### src/rtl/brk_pkg.sv
package brk_pkg;
  typedef struct packed {
    logic dbg;
    logic brk_en;
    logic ack_en;
    logic loop;
    logic pc_brk;
    logic zro_brk;
    logic rsvd;
    logic rst;
  } ctrl_t;

  localparam int CTRL_W = $bits(ctrl_t);
endpackage

### src/rtl/brk_regs.sv
module brk_regs
  import brk_pkg::*;
(
  input  logic              clk,
  input  logic              rst_n,
  input  logic              wr_ctrl,
  input  logic [CTRL_W-1:0] wdata,
  input  logic              brk_op,
  input  logic              hw_set_ext,
  input  logic              ack_sent,
  output ctrl_t             ctrl_q,
  output logic              brk_hit,
  output logic              brk_as_nop,
  output logic              spin_q,
  output logic              rst_req
);
  ctrl_t ctrl_d;
  logic  brk_halt, brk_loop, hw_set, spin_d;
  logic  unused_rsvd;

  assign unused_rsvd = wdata[1];
  assign brk_as_nop  = brk_op & ~ctrl_q.brk_en;
  assign brk_hit     = brk_op & ctrl_q.brk_en;
  assign brk_halt    = brk_hit & ~ctrl_q.loop;
  assign brk_loop    = brk_hit & ctrl_q.loop;
  assign hw_set      = brk_halt | hw_set_ext;

  always_comb begin
    ctrl_d = ctrl_q;
    if (wr_ctrl) begin
      ctrl_d.dbg     = wdata[7];
      ctrl_d.brk_en  = wdata[6];
      ctrl_d.ack_en  = wdata[5];
      ctrl_d.loop    = wdata[4];
      ctrl_d.pc_brk  = wdata[3];
      ctrl_d.zro_brk = wdata[2];
    end
    if (hw_set)   ctrl_d.dbg    = 1'b1;
    if (ack_sent) ctrl_d.ack_en = 1'b0;
    ctrl_d.rsvd = 1'b0;
    ctrl_d.rst  = 1'b0;
  end

  assign spin_d = (spin_q | brk_loop) & ctrl_d.brk_en & ctrl_d.loop;

  always_ff @(posedge clk or negedge rst_n) begin
    if (!rst_n) begin
      ctrl_q  <= '0;
      spin_q  <= 1'b0;
      rst_req <= 1'b0;
    end else begin
      ctrl_q  <= ctrl_d;
      spin_q  <= spin_d;
      rst_req <= wr_ctrl & wdata[0];
    end
  end


  brk_halt_sets_dbg_chk: assert property (@(posedge clk) disable iff (!rst_n)
    brk_op && ctrl_q.brk_en && !ctrl_q.loop |=> ctrl_q.dbg);


  loop_keeps_dbg_chk: assert property (@(posedge clk) disable iff (!rst_n)
    brk_op && ctrl_q.brk_en && ctrl_q.loop && !wr_ctrl && !hw_set_ext
    |=> spin_q && (ctrl_q.dbg == $past(ctrl_q.dbg)));


  hw_priority_chk: assert property (@(posedge clk) disable iff (!rst_n)
    hw_set_ext |=> ctrl_q.dbg);


  rst_pulse_chk: assert property (@(posedge clk) disable iff (!rst_n)
    rst_req && !(wr_ctrl && wdata[0]) |=> !rst_req);
endmodule

### src/rtl/brk_cnt.sv
module brk_cnt #(
  parameter int CNT_W  = 16,
  parameter int BYTE_W = 8,
  parameter int ADDR_W = 2
) (
  input  logic              clk,
  input  logic              rst_n,
  input  logic              wr_en,
  input  logic [ADDR_W-1:0] sel,
  input  logic [BYTE_W-1:0] wdata,
  input  logic              fetch_en,
  input  logic [CNT_W-1:0]  pc,
  input  logic              running,
  input  logic              pc_mode,
  input  logic              zro_mode,
  output logic [CNT_W-1:0]  cnt_q,
  output logic              pc_hit,
  output logic              zero_hit
);
  localparam int NBYTES = CNT_W / BYTE_W;

  logic [NBYTES-1:0] lane_wr;
  logic [CNT_W-1:0]  cnt_d;
  logic              host_wr, dec;

  for (genvar b = 0; b < NBYTES; b++) begin : g_lane
    assign lane_wr[b] = wr_en && (sel == ADDR_W'(b + 1));
  end

  assign host_wr  = |lane_wr;
  assign dec      = fetch_en & running & ~pc_mode & ~host_wr;
  assign pc_hit   = fetch_en & running & pc_mode & (pc == cnt_q);
  assign zero_hit = dec & zro_mode & (cnt_q == CNT_W'(1));

  always_comb begin
    cnt_d = cnt_q;
    if (dec) cnt_d = cnt_q - CNT_W'(1);
    for (int b = 0; b < NBYTES; b++)
      if (lane_wr[b]) cnt_d[b*BYTE_W +: BYTE_W] = wdata;
  end

  always_ff @(posedge clk or negedge rst_n) begin
    if (!rst_n) cnt_q <= '0;
    else        cnt_q <= cnt_d;
  end


  cnt_hold_halted_chk: assert property (@(posedge clk) disable iff (!rst_n)
    !running && !host_wr |=> $stable(cnt_q));


  cnt_frozen_pc_chk: assert property (@(posedge clk) disable iff (!rst_n)
    pc_mode && !host_wr |=> $stable(cnt_q));


  zero_hit_chk: assert property (@(posedge clk) disable iff (!rst_n)
    zero_hit |=> cnt_q == '0);
endmodule

### src/rtl/brk_ack.sv
module brk_ack #(
  parameter int          BYTE_W   = 8,
  parameter logic [7:0]  ACK_BYTE = 8'hFF
) (
  input  logic              clk,
  input  logic              rst_n,
  input  logic              ack_en,
  input  logic              brk_event,
  input  logic              ack_ready,
  output logic              ack_valid,
  output logic [BYTE_W-1:0] ack_data,
  output logic              ack_sent
);
  logic pend_q;

  assign ack_valid = pend_q;
  assign ack_data  = BYTE_W'(ACK_BYTE);
  assign ack_sent  = pend_q & ack_ready;

  always_ff @(posedge clk or negedge rst_n) begin
    if (!rst_n)                           pend_q <= 1'b0;
    else if (ack_sent)                    pend_q <= 1'b0;
    else if (brk_event && ack_en)         pend_q <= 1'b1;
  end


  ack_hold_chk: assert property (@(posedge clk) disable iff (!rst_n)
    ack_valid && !ack_ready |=> ack_valid);


  ack_drop_chk: assert property (@(posedge clk) disable iff (!rst_n)
    ack_valid && ack_ready |=> !ack_valid);
endmodule

### src/rtl/brk_ctl.sv
module brk_ctl
  import brk_pkg::*;
#(
  parameter int         CNT_W    = 16,
  parameter logic [7:0] ACK_BYTE = 8'hFF,
  localparam int        BYTE_W   = CTRL_W,
  localparam int        NBYTES   = CNT_W / BYTE_W,
  localparam int        ADDR_W   = $clog2(NBYTES + 1)
) (
  input  logic              clk,
  input  logic              rst_n,
  input  logic              reg_wr_en,
  input  logic [ADDR_W-1:0] reg_sel,
  input  logic [BYTE_W-1:0] reg_wdata,
  output logic [BYTE_W-1:0] reg_rdata,
  input  logic              brk_op,
  input  logic              fetch_en,
  input  logic [CNT_W-1:0]  pc,
  output logic              halt,
  output logic              spin_on_brk,
  output logic              brk_as_nop,
  output logic              rst_req,
  output logic              ack_valid,
  input  logic              ack_ready,
  output logic [BYTE_W-1:0] ack_data
);
  ctrl_t            ctrl_q;
  logic [CNT_W-1:0] cnt_q;
  logic             wr_ctrl, brk_hit, pc_hit, zero_hit, ack_sent;

  assign wr_ctrl = reg_wr_en && (reg_sel == '0);

  brk_regs u_regs (
    .clk        (clk),
    .rst_n      (rst_n),
    .wr_ctrl    (wr_ctrl),
    .wdata      (reg_wdata),
    .brk_op     (brk_op),
    .hw_set_ext (pc_hit | zero_hit),
    .ack_sent   (ack_sent),
    .ctrl_q     (ctrl_q),
    .brk_hit    (brk_hit),
    .brk_as_nop (brk_as_nop),
    .spin_q     (spin_on_brk),
    .rst_req    (rst_req)
  );

  brk_cnt #(.CNT_W(CNT_W), .BYTE_W(BYTE_W), .ADDR_W(ADDR_W)) u_cnt (
    .clk      (clk),
    .rst_n    (rst_n),
    .wr_en    (reg_wr_en),
    .sel      (reg_sel),
    .wdata    (reg_wdata),
    .fetch_en (fetch_en),
    .pc       (pc),
    .running  (~ctrl_q.dbg),
    .pc_mode  (ctrl_q.pc_brk),
    .zro_mode (ctrl_q.zro_brk),
    .cnt_q    (cnt_q),
    .pc_hit   (pc_hit),
    .zero_hit (zero_hit)
  );

  brk_ack #(.BYTE_W(BYTE_W), .ACK_BYTE(ACK_BYTE)) u_ack (
    .clk       (clk),
    .rst_n     (rst_n),
    .ack_en    (ctrl_q.ack_en),
    .brk_event (brk_hit | pc_hit | zero_hit),
    .ack_ready (ack_ready),
    .ack_valid (ack_valid),
    .ack_data  (ack_data),
    .ack_sent  (ack_sent)
  );

  assign halt = ctrl_q.dbg;

  always_comb begin
    reg_rdata = '0;
    if (reg_sel == '0) reg_rdata = ctrl_q;
    for (int b = 0; b < NBYTES; b++)
      if (reg_sel == ADDR_W'(b + 1)) reg_rdata = cnt_q[b*BYTE_W +: BYTE_W];
  end


  nop_no_change_chk: assert property (@(posedge clk) disable iff (!rst_n)
    brk_as_nop && !reg_wr_en && !fetch_en && !ack_valid |=> $stable(ctrl_q) && !ack_valid);


  rsvd_zero_chk: assert property (@(posedge clk) disable iff (!rst_n)
    reg_sel == '0 |-> reg_rdata[1:0] == 2'b00);
endmodule

### config.mk
export PLATFORM = sky130hd
export DESIGN_NAME = brk_ctl
export DESIGN_NICKNAME = d
export VERILOG_FILES = /design/src/rtl/brk_pkg.sv /design/src/rtl/brk_regs.sv /design/src/rtl/brk_cnt.sv /design/src/rtl/brk_ack.sv /design/src/rtl/brk_ctl.sv
export SDC_FILE = /design/constraint.sdc
export NUM_CORES = 1
export LEC_CHECK = 0
export CELL_PAD_IN_SITES_DETAIL_PLACEMENT = 0
export CELL_PAD_IN_SITES_GLOBAL_PLACEMENT = 1
export CORE_MARGIN = 5
export CORE_UTILIZATION = 48
export DETAILED_ROUTE_END_ITERATION = 12
export DONT_BUFFER_PORTS = 1
export PLACE_DENSITY = 0.85
export SYNTH_ARGS = -nofsm -noshare
export SYNTH_HDL_FRONTEND = slang
export SYNTH_HIERARCHICAL = 1
export SYNTH_SLANG_ARGS = --single-unit
export TNS_END_PERCENT = 50
### constraint.sdc
create_clock -name clk -period 2.55 [get_ports clk]
set_clock_uncertainty 0.15 [all_clocks]
set_input_delay 0.765 -clock clk [delete_from_list [all_inputs] [get_ports clk]]
set_output_delay 0.765 -clock clk [all_outputs]
set_load 0.01 [all_outputs]
### After elaboration in Yosys (flattened, before gate mapping)

Cells that the tools add are included.

| cells by class | value |
|---|---|
| equal/unequal tests | 4 |
| reductions and logical operators | 11 |
| bitwise gates (word level) | 25 |
| add/sub/neg operators | 1 |
| mux-type cells | 11 |

Operators with widths:

| kind | number |
|---|---|
| $mux 8 | 5 |
| $eq 16x1->1 const B | 1 |
| $eq 16x16->1 | 1 |
| $mux 16 | 1 |
| $sub 16x1->16 const B | 1 |
| $and 1x1->1 | 15 |
| $reduce_bool 2->1 | 5 |
| $mux 6 | 1 |
| $not 1->1 | 5 |
| $or 1x1->1 | 5 |
| $logic_and 1x1->1 | 4 |
| $mux 1 | 4 |
| $eq 2x1->1 const B | 1 |
| $eq 2x2->1 const B | 1 |
| $logic_not 2->1 | 1 |
| $reduce_or 2->1 | 1 |

| storage, ports and cells | value |
|---|---|
| input bits | 32 |
| register bits after elaboration | 25 |

### Logic depth before layout (Yosys ltp)

Gate-level depths: netlist of run 1.

| depth | value |
|---|---|
| word-level depth | 11 |
| depth in mapped cells | 9 |
| mapped depth without buffers | 8 |

### Cells and area by module

The synthesis of run 1 kept the hierarchy.

By module, submodules not included:

| module | instances | area an instance (um^2) | cells an instance | sequential area each (um^2) |
|---|---|---|---|---|
| brk_cnt | 1 | 1332.5 | 145 | 400.4 |
| brk_regs | 1 | 351.6 | 26 | 200.2 |
| brk_ctl | 1 | 225.2 | 24 | 0.0 |
| brk_ack | 1 | 110.1 | 13 | 25.0 |

### Worst setup path after synthesis of run 1

No wires, ideal clock.

| path | value |
|---|---|
| path type | input-to-output |
| from | input reg_sel[1] |
| to | output reg_rdata[0] |
| required time | 1635 ps |
| data arrival time | 1265 ps |
| stages | 4 |
| setup slack | 370 ps |
| cell sequence | buf_6 -> nor2b_4 -> buf_6 -> o2bb2ai_1 |

| between the ends | value |
|---|---|
| longest elaborated chain between the ends | 3 |

Ends and longest elaborated chain:

| element | line | RTL |
|---|---|---|
| from (decl) | brk_ctl.sv:13 | `input logic [ADDR_W-1:0] reg_sel,` |
| $eq 2x1->1 | brk_ctl.sv:81 | `if (reg_sel == ADDR_W'(b + 1)) reg_rdata = cnt_q[b*BYTE_W +: BYTE_W];` |
| $mux 8 | brk_ctl.sv:81 |  |
| $mux 8 (*) | brk_ctl.sv:81 |  |
| to (decl) | brk_ctl.sv:15 | `output logic [BYTE_W-1:0] reg_rdata,` |

Every way passes the cells marked *; elsewhere a longest branch is shown, timed or not.

### Worst setup path in the final report of run 1

| path | value |
|---|---|
| from | input reg_sel[1] |
| to | output reg_rdata[7] |

| between the ends | value |
|---|---|
| longest elaborated chain between the ends | 4 |

Ends and longest elaborated chain:

| element | line | RTL |
|---|---|---|
| $logic_not 2->1 | brk_ctl.sv:79 | `if (reg_sel == '0) reg_rdata = ctrl_q;` |
| $mux 8 | brk_ctl.sv:79 |  |
| $mux 8 | brk_ctl.sv:81 |  |
| $mux 8 (*) | brk_ctl.sv:81 |  |

Marks and branches as above.

==> summary.md, run 1 <==
| Metric | Value |
|---|---|
| WL met3 | 492 um |
| CTS max path bufs | 2 |
| DP Wirelength | 4030 um |
| Mean routed wirelength per cell | 20.7 um |
| Ports | 53 |
| Buf/Inv on CP | 0 |
| Iter 0 DRT Violations | 114 |
| Cell Area, Synth | 2020 um2 |
| Setup crit end kind | primary output |
| Layout Area Growth over Synthesis | 1.67% |
| Hold Fails Final Rpt | 0 |
| Data required, critical path | 1.64 ns |
| CP max stage cell | nor2b_4 |
| Setup slack, reg-to-reg | 0.38 ns |
| Maxcap violations | 0 |
| RR Startpoint | u_cnt/cnt_q[0] |
| First drt pass iteration count | 4 |
| Die width | 74.9 um |
| Number of synthesized flops with an enable pin | 0 |
| Static leakage | 0.814 nW |
| Cell taking the most area after synthesis | dfrtp_1 |
| Main synth FF type | dfrtp_1 |
| Die height | 74.9 um |
| Share of the synthesized area in the top cell type | 31.0% |
| Clk slew on worst S/H paths | 0.09 ns |
| Die area | 5600 um2 |
| Antenna violations before repair | 0 |
| Met2 WL | 2500 um |
| Antenna diode count | 0 |
| RSZ-0062 raised after global routing | false |
| Htree depth | 1 |
| Post-synthesis sequential area ratio | 31.0% |
| ANT nets after route | 0 |
| Crit-path cells | nor2b_4 -> o2bb2ai_1 |
| Synth Instances | 208 |
| #FFs+latches synth | 25 |
| CTS tree | yes |
| Synth cell count leaders | dfrtp_1 (25), xnor2_1 (16), nor2_1 (12) |
| Core ar. | 4030 um2 |
| Metal-1 WL | 2310 um |
| Total grt overflow | 0 |
| Post-CTS Setup Inserts | 0 |
| Post-CTS sizing | 0 |
| Fin crit period | 2.20 ns |
| Cts hold-fix bufs | 0 |
| Power Total | 1.45 mW |
| Via density | 6.13 |
| Port-buffer cells | 0 |
| Max incr delay on CP | 0.27 ns |
| CTS Buf Count | 3 |
| Hold Crit Class | in -> async |
| CP startpoint kind | input port |
| First-pass GRT wire length | 8270 um |
| Worst hold slack | 0.0288 ns |
| Count of final setup violators | 0 |
| Maximum VDD drop | 301 uV |
| Uppermost layer routed | met4 |
| Status | finished, final reports clean |
| Synth warn | 6 |
| Count leader, synth | dfrtp_1 |
| Vias in the first global route | 1539 |
| Critical path class | in -> out |
| Synth Area per Inst | 9.71 um2 |
| Routed via count | 1581 |
| Share of layout cells above drive strength 1 | 15.4% |
| CP max FO | 15 |
| Main area contributors after synthesis | dfrtp_1 (31%), xnor2_1 (6.9%), mux2i_1 (5.0%) |
| Clk Tree Root Cell | clkbuf_8 |
| Final routed DRC violation total | 0 |
| P per Cell Area | 705 nW/um2 |
| Unique masters post-synth | 53 |
| Final Slew Violations | 0 |
| Maximum clock frequency | 454 MHz |
| Gr usage total | 19.9% |
| Slew margin rel. | 65.7% |
| Final WL | 5330 um |
| Num rows | 23 |
| Initial Util | 50.1% |
| Largest net degree at the start of global routing | 26 |
| Worst Max-Slew Pin Slew | 0.507 ns |
| Asr flop ratio synth | 100% |
| Clk_lat worst skew | 0.27 ns |
| GPL Wtd Cong | 0.881 |
| Nets | 243 |
| Setup TNS Final | 0 ns |
| Final Cycle Share | 86.3% |
| CP startpoint | reg_sel[1] |
| Cell family with most CP delay | simple AND/OR/NAND/NOR gates |
| Clock sink count | 25 |
| Crit path DAT | 1.29 ns |
-- power by group --
group / internal [mW] / switching, mW
Combinational: 0.264 / 0.260
Clock: 0.109 / 0.130
Sequential: 0.492 / 0.192
-- layout by cell type (no fill, tap or decap), types with 2 or more instances in the layout --
master	count
nand4_1	9
nand3b_1	3
clkbuf_8	3
o211ai_1	2
nand4b_1	2
a22oi_1	3
mux2i_1	10
mux2_2	5
a21oi_1	11
and2_2	2
nor3_1	5
buf_4	10
o2bb2ai_1	8
nand2_1	5
a221o_1	3
o21ai_0	3
dfrtp_1	25
nand3_1	6
a21o_1	3
inv_1	7
nor4_1	3
xnor2_1	16
conb_1	10
and3b_1	2
or3_1	2
nor4_4	2
or4_1	2
ha_1	2
xor2_1	10
nor4b_1	2
nor2_1	12
-- registers in the layout (all words and copies together) (netlist names) --
signal           flops
u_regs/rst_req       1
u_cnt/cnt_q         16
u_regs/spin_q        1
u_regs/ctrl_q        6
u_ack/ack_valid      1
-- logic make-up after synthesis --
family / count (synthesis) / share of synthesized area [%]
flops: 25 / 31.0
compound gates: 39 / 14.3
fa+ha+maj: 2 / 1.24
mux: 16 / 8.49
other cells: 2 / 0.372
simple gates: 69 / 23.1
xor+xnor: 26 / 11.3
buf+inv: 29 / 10.2
-- layer usage --
layer / vias to the layer above / GRT usage [%]
met5: - / 0
met4: 0 / 4.15
met3: 4 / 3.87
met2: 64 / 31.1
met1: 778 / 28.5
li1: 735 / -
-- path summary, 6_finish.rpt --
kind / end / depth (start not counted)
setup / recovery: reg_rdata[7] / 2
hold / removal: u_cnt/cnt_q[15] / 0
setup reg to reg: u_ack/ack_valid / 7
hold reg to reg: u_ack/ack_valid / 1
max in group asynchronous: u_cnt/cnt_q[11] / 0
min in group clk: u_ack/ack_valid / 1
-- area by class of cell --
class	instances	area [um2]
Fill cell	405	1980
Multi-Input combinational cell	162	1220
Sequential cell	25	626
Timing Repair Buffer	10	75.1
Tap cell	50	62.6
Clock buffer	3	41.3
Inverter	7	26.3
Clock inverter	1	5.00
-- metrics by stage --
stage	worst slack, ns	cells	instance area, um2	utilization, %
floorplan	0.370	216	2050	-
global placement	0.176	254	2010	49.8
detailed placement	0.161	254	2010	49.8
CTS	0.358	258	2050	51.0
global route	0.170	258	2050	51.0
finish	0.349	258	2050	51.0
No activity file was read; power rests on OpenSTA's default activity.
==> run 2: changes to the inputs <==
CORE_ASPECT_RATIO = 0.9   (was unset)
CORE_UTILIZATION = 30   (was 48)
PLACE_DENSITY = 0.6   (was 0.85)
==> run 2 against run 1 <==
Sequential cell count unchanged. Sequential power about the same. Critical endpoint unchanged. Worst hold slack worse by 0.0058 ns.
==> summary.md, run 2 (synthesis gave the netlist of run 1 again) <==
| Metric | Value |
|---|---|
| Worst Max-Slew Pin Slew | 0.713 ns (+0.206 ns) |
| P per Cell Area | 702 nW/um2 (-0.41%) |
| Max reg flops | 16 (unchanged) |
| Clock sink count | 25 (unchanged) |
| First drt pass iteration count | 4 (unchanged) |
| CP max stage cell | nor2b_4 |
| Data required, critical path | 1.64 ns (about the same) |
| CTS max path bufs | 2 (unchanged) |
| Ports | 53 (unchanged) |
| CTS Buf Count | 3 (unchanged) |
| Hold Fails Final Rpt | 0 (unchanged) |
| ANT nets after route | 0 (unchanged) |
| Crit-path cells | nor2b_4 -> o2bb2ai_1 |
| Routed via count | 1559 (-1.4%) |
| Mean routed wirelength per cell | 20.7 um (about the same) |
| Power Total | 1.49 mW (+3.0%) |
| Vias in the first global route | 1571 (+2.1%) |
| Maximum VDD drop | 192 uV (-36%) |
| Buf/Inv on CP | 0 (unchanged) |
| CTS tree | yes |
| Clk Tree Root Cell | clkbuf_8 |
| Final WL | 6200 um (+16%) |
| Max incr delay on CP | 0.27 ns (about the same) |
| Final Cycle Share | 87.3% (+1.0 points) |
| Die height | 87.8 um (+17%) |
| Clk_lat worst skew | 0.28 ns (about the same) |
| First-pass GRT wire length | 9420 um (+14%) |
| Die area | 8470 um2 (+51%) |
| Cell family with most CP delay | simple AND/OR/NAND/NOR gates |
| Largest net degree at the start of global routing | 26 (unchanged) |
| Iter 0 DRT Violations | 102 (-11%) |
| Maximum clock frequency | 449 MHz (-1.2%) |
| Antenna violations before repair | 0 (unchanged) |
| Biggest regs | u_cnt/cnt_q x16, u_regs/ctrl_q x6 |
| Final routed DRC violation total | 0 (unchanged) |
| CP max FO | 15 (unchanged) |
| Setup crit end kind | primary output |
| Commonest non-fill, non-tap cell in the layout | dfrtp_1 |
| Share of layout cells above drive strength 1 | 15.2% (-0.15 points) |
| Port-buffer cells | 0 (unchanged) |
| Die width | 96.5 um (+29%) |
| Slew margin rel. | 52.1% (-14 points) |
| Htree depth | 1 (unchanged) |
| Critical path class | in -> out |
| Crit path DAT | 1.31 ns (+0.02 ns) |
| CP startpoint kind | input port |
| Layout Area Growth over Synthesis | 5.14% |
| Initial Util | 30.8% (-19 points) |
| DP Worst Slack | 0.158 ns (-0.00294 ns) |
| Clk slew on worst S/H paths | 0.09 ns (about the same) |
| Antenna diode count | 0 (unchanged) |
| Total grt overflow | 0 (unchanged) |
| Via density | 5.20 (-15%) |
| Most frequent cells in the layout | dfrtp_1 (25), xnor2_1 (16), nor2_1 (12) |
| Maxcap violations | 0 (unchanged) |
| Status | finished, final reports clean |
| Static leakage | 0.824 nW (+1.1%) |
| Num rows | 28 (+22%) |
| Hold Crit Class | in -> async |
| GPL Wtd Cong | 0.776 (-12%) |
| Setup TNS Final | 0 ns (unchanged) |
| DP Wirelength | 4650 um (+15%) |
| Fin crit period | 2.23 ns (+0.0257 ns) |
| RSZ-0062 raised after global routing | false |
| Count of final setup violators | 0 (unchanged) |
| Gr usage total | 15.1% (-4.7 points) |
| Nets | 245 (+0.82%) |
| Final Slew Violations | 0 (unchanged) |
| Post-CTS sizing | 0 (unchanged) |
| Top reg by flops | u_cnt/cnt_q |
| Final worst setup slack | 0.323 ns (-0.0257 ns) |
| Core ar. | 6550 um2 (+63%) |
-- run 2: where the power goes --
group | total, mW | leakage [nW] | switching, mW | internal, mW
logic | 0.559 | 0.496 | 0.286 | 0.273
registers | 0.682 | 0.302 | 0.190 | 0.492
clock network | 0.250 | 0.0255 | 0.141 | 0.110
total | 1.49 | 0.824 | 0.616 | 0.875
-- run 2: timing repair --
item	in CTS	in global routing
endpoints found under the setup margin	0	0
hold buffers	0	2
endpoints found under the hold margin	0	8
buffers inserted	0	0
-- run 2: path summary, 6_finish.rpt --
path	startpoint	to	slack (ns)	depth (start not counted)
max in group asynchronous	rst_n	u_regs/ctrl_q[3]	1.21	1
hold reg to reg	u_ack/ack_valid	u_ack/ack_valid	0.41	1
hold / removal	rst_n	u_regs/ctrl_q[6]	0.02	0
min in group clk	ack_ready	u_ack/ack_valid	0.41	1
setup / recovery	reg_sel[1]	reg_rdata[7]	0.32	2
setup reg to reg	u_cnt/cnt_q[0]	u_ack/ack_valid	0.33	7
-- run 2: final cells by class --
class | instances | area [um2]
clock inverter | 1 | 5.00
clock buffer | 3 | 41.3
fill | 716 | 4430
timing repair buffer | 12 | 95.1
tap | 90 | 113
inverter | 7 | 26.3
sequential | 25 | 626
multi-input combinational | 162 | 1220
-- run 2: through the flow --
| stage | util (%) | hold slack (ns) | cell area [um2] | cells |
|---|---|---|---|---|
| floorplan | - | 0.319 | 2050 | 216 |
| global placement | 31.4 | 0.320 | 2060 | 294 |
| detailed placement | 31.4 | 0.320 | 2060 | 294 |
| CTS | 32.1 | 0.0147 | 2100 | 298 |
| global route | 32.4 | 0.00125 | 2120 | 300 |
| finish | 32.4 | 0.0230 | 2120 | 300 |
-- run 2: per-layer routing --
layer	track usage [%]	wire, um	vias to the layer above
li1	-	-	742
met1	21.8	2940	763
met2	22.9	2740	52
met3	4.21	484	2
met4	2.55	36	0
met5	0	0	-
==> run 3: changes to the inputs <==
CELL_PAD_IN_SITES_DETAIL_PLACEMENT = unset   (was 0)
CELL_PAD_IN_SITES_GLOBAL_PLACEMENT = unset   (was 1)
PLACE_DENSITY = 0.5   (was 0.6)
==> run 3 against run 2 <==
Register-to-register slack improved by 0.07 ns. Final area fell by 1.0%. Die area did not move. Non-clock buffer count fell by 2. Highest routed layer unchanged.
==> summary.md, run 3 (synthesis gave the netlist of run 1 again) <==
| Metric | Value |
|---|---|
| Status | finished, final reports clean |
| Final WL | 5820 um (-6.0%) |
| Commonest non-fill, non-tap cell in the layout | dfrtp_1 |
| Htree depth | 1 (unchanged) |
| Max reg flops | 16 (unchanged) |
| Maxcap violations | 0 (unchanged) |
| Clk_lat worst skew | 0.27 ns (about the same) |
| CP startpoint kind | input port |
| RSZ-0062 raised after global routing | false |
| Clock sink count | 25 (unchanged) |
| Cts hold-fix bufs | 0 (unchanged) |
| Maximum VDD drop | 208 uV (+8.7%) |
| Count of final setup violators | 0 (unchanged) |
| Share of layout cells above drive strength 1 | 14.9% (-0.33 points) |
| Initial Util | 30.8% (unchanged) |
| Largest net degree at the start of global routing | 26 (unchanged) |
| Worst Max-Slew Pin Slew | 0.500 ns (-0.213 ns) |
| Top reg by flops | u_cnt/cnt_q |
| P per Cell Area | 693 nW/um2 (-1.4%) |
| Total grt overflow | 0 (unchanged) |
| Clk slew on worst S/H paths | 0.09 ns (about the same) |
| Vias in the first global route | 1604 (+2.1%) |
| Slew margin rel. | 66.2% (+14 points) |
| Data required, critical path | 1.64 ns (about the same) |
| Max incr delay on CP | 0.28 ns (about the same) |
| Maximum clock frequency | 449 MHz (about the same) |
| CTS tree | yes |
| Hold Fails Final Rpt | 0 (unchanged) |
| CP max FO | 15 (unchanged) |
| Nets | 243 (-0.82%) |
| Setup crit end kind | primary output |
| Static leakage | 0.812 nW (-1.5%) |
| Final Cycle Share | 87.3% (about the same) |
| ANT nets after route | 0 (unchanged) |
| Num rows | 28 (unchanged) |
| CTS max path bufs | 2 (unchanged) |
| GPL Wtd Cong | 0.798 (+2.8%) |
| Placement Cell Area | 2060 um2 (unchanged) |
| Buf/Inv on CP | 0 (unchanged) |
| Gr usage total | 14.5% (-0.62 points) |
| Clk Tree Root Cell | clkbuf_8 |
| CP max stage cell | nor2b_4 |
| Antenna violations before repair | 0 (unchanged) |
| Post-CTS sizing | 0 (unchanged) |
| Fin crit period | 2.23 ns (+0.000577 ns) |
| Post-CTS Setup Inserts | 0 (unchanged) |
| Layout Area Growth over Synthesis | 4.09% |
| Cell family with most CP delay | simple AND/OR/NAND/NOR gates |
| Setup slack, reg-to-reg | 0.40 ns (+0.07 ns) |
| Die height | 87.8 um (unchanged) |
| Most frequent cells in the layout | dfrtp_1 (25), xnor2_1 (16), nor2_1 (12) |
| Critical path class | in -> out |
| Final Slew Violations | 0 (unchanged) |
| Die width | 96.5 um (unchanged) |
| CTS Buf Count | 3 (unchanged) |
| Mean routed wirelength per cell | 19.5 um (-5.4%) |
| First drt pass iteration count | 4 (unchanged) |
| Hold Crit Class | in -> async |
| Crit path DAT | 1.31 ns (about the same) |
| Biggest regs | u_cnt/cnt_q x16, u_regs/ctrl_q x6 |
| Core ar. | 6550 um2 (unchanged) |
| Iter 0 DRT Violations | 116 (+14%) |
| Port-buffer cells | 0 (unchanged) |
| Fill cells | 710 (-0.84%) |
| Antenna diode count | 0 (unchanged) |
| Setup TNS Final | 0 ns (unchanged) |
| Die area | 8470 um2 (unchanged) |
| First-pass GRT wire length | 9200 um (-2.3%) |
| Via density | 5.36 (+3.1%) |
| Routed via count | 1596 (+2.4%) |
| DP Wirelength | 4500 um (-3.3%) |
| Crit-path cells | nor2b_4 -> o2bb2ai_1 |
| Ports | 53 (unchanged) |
| Finished Cell Area | 2100 um2 (-1.0%) |
| Final routed DRC violation total | 0 (unchanged) |
run 3: cell count changes in the layout (fill, tap and decap cells not counted):
cell           before  now
clkbuf_1            0    1
clkinv_2            1    0
dlygate4sd3_1       2    0
run 3: worst paths after layout:
| kind | start | endpoint | cells after the start |
|---|---|---|---|
| min | rst_n | u_regs/ctrl_q[4] | 0 |
| min in group clk | u_regs/ctrl_q[5] | u_ack/ack_valid | 2 |
| min reg2reg | u_regs/ctrl_q[5] | u_ack/ack_valid | 2 |
| max | reg_sel[1] | reg_rdata[7] | 2 |
| max in group asynchronous | rst_n | u_cnt/cnt_q[3] | 0 |
| max reg2reg | u_cnt/cnt_q[1] | u_cnt/cnt_q[12] | 6 |
run 3: report_power, final:
group / total (mW) / switching, mW / leakage, nW / internal, mW
sequential: 0.693 / 0.201 / 0.302 / 0.492
combinational: 0.525 / 0.261 / 0.487 / 0.265
clock: 0.238 / 0.126 / 0.0228 / 0.112
total: 1.46 / 0.587 / 0.812 / 0.869
run 3: worst register-to-register path: cells and delay by family, from the launching register on:
kind | cells | cell delay, ns
adders and majority gates | 1 | 0.19
and+or+nand+nor | 2 | 0.56
buffers and inverters | 1 | 0.12
DFF | 1 | 0.50
AOI/OAI and AO/OA | 2 | 0.52
run 3: per-stage QoR:
step	total power [mW]	instances	utilization (%)	worst slack (ns)	hold slack, ns
floorplan	1.10	216	-	0.370	0.319
global placement	1.22	294	31.4	0.234	0.320
detailed placement	1.22	294	31.4	0.194	0.320
CTS	1.47	298	32.1	0.333	0.0204
global route	1.56	298	32.1	0.231	0.00806
finish	1.46	298	32.1	0.323	0.0309
run 3: area by class of cell:
cell class	count	area [um2]	share of cell area, %
tap	90	113	5.36
multi-input combinational	162	1220	57.9
sequential	25	626	29.8
timing repair buffer	10	75.1	3.57
inverter	7	26.3	1.25
clock buffer	4	45.0	2.14
run 3: layer usage:
layer | part of all wire, % | vias up | global-route usage, %
met5 | 0 | - | 0
li1 | - | 738 | -
met1 | 45 | 797 | 21.0
met4 | 0.46 | 0 | 1.66
met2 | 46 | 59 | 22.2
met3 | 8.9 | 2 | 3.95
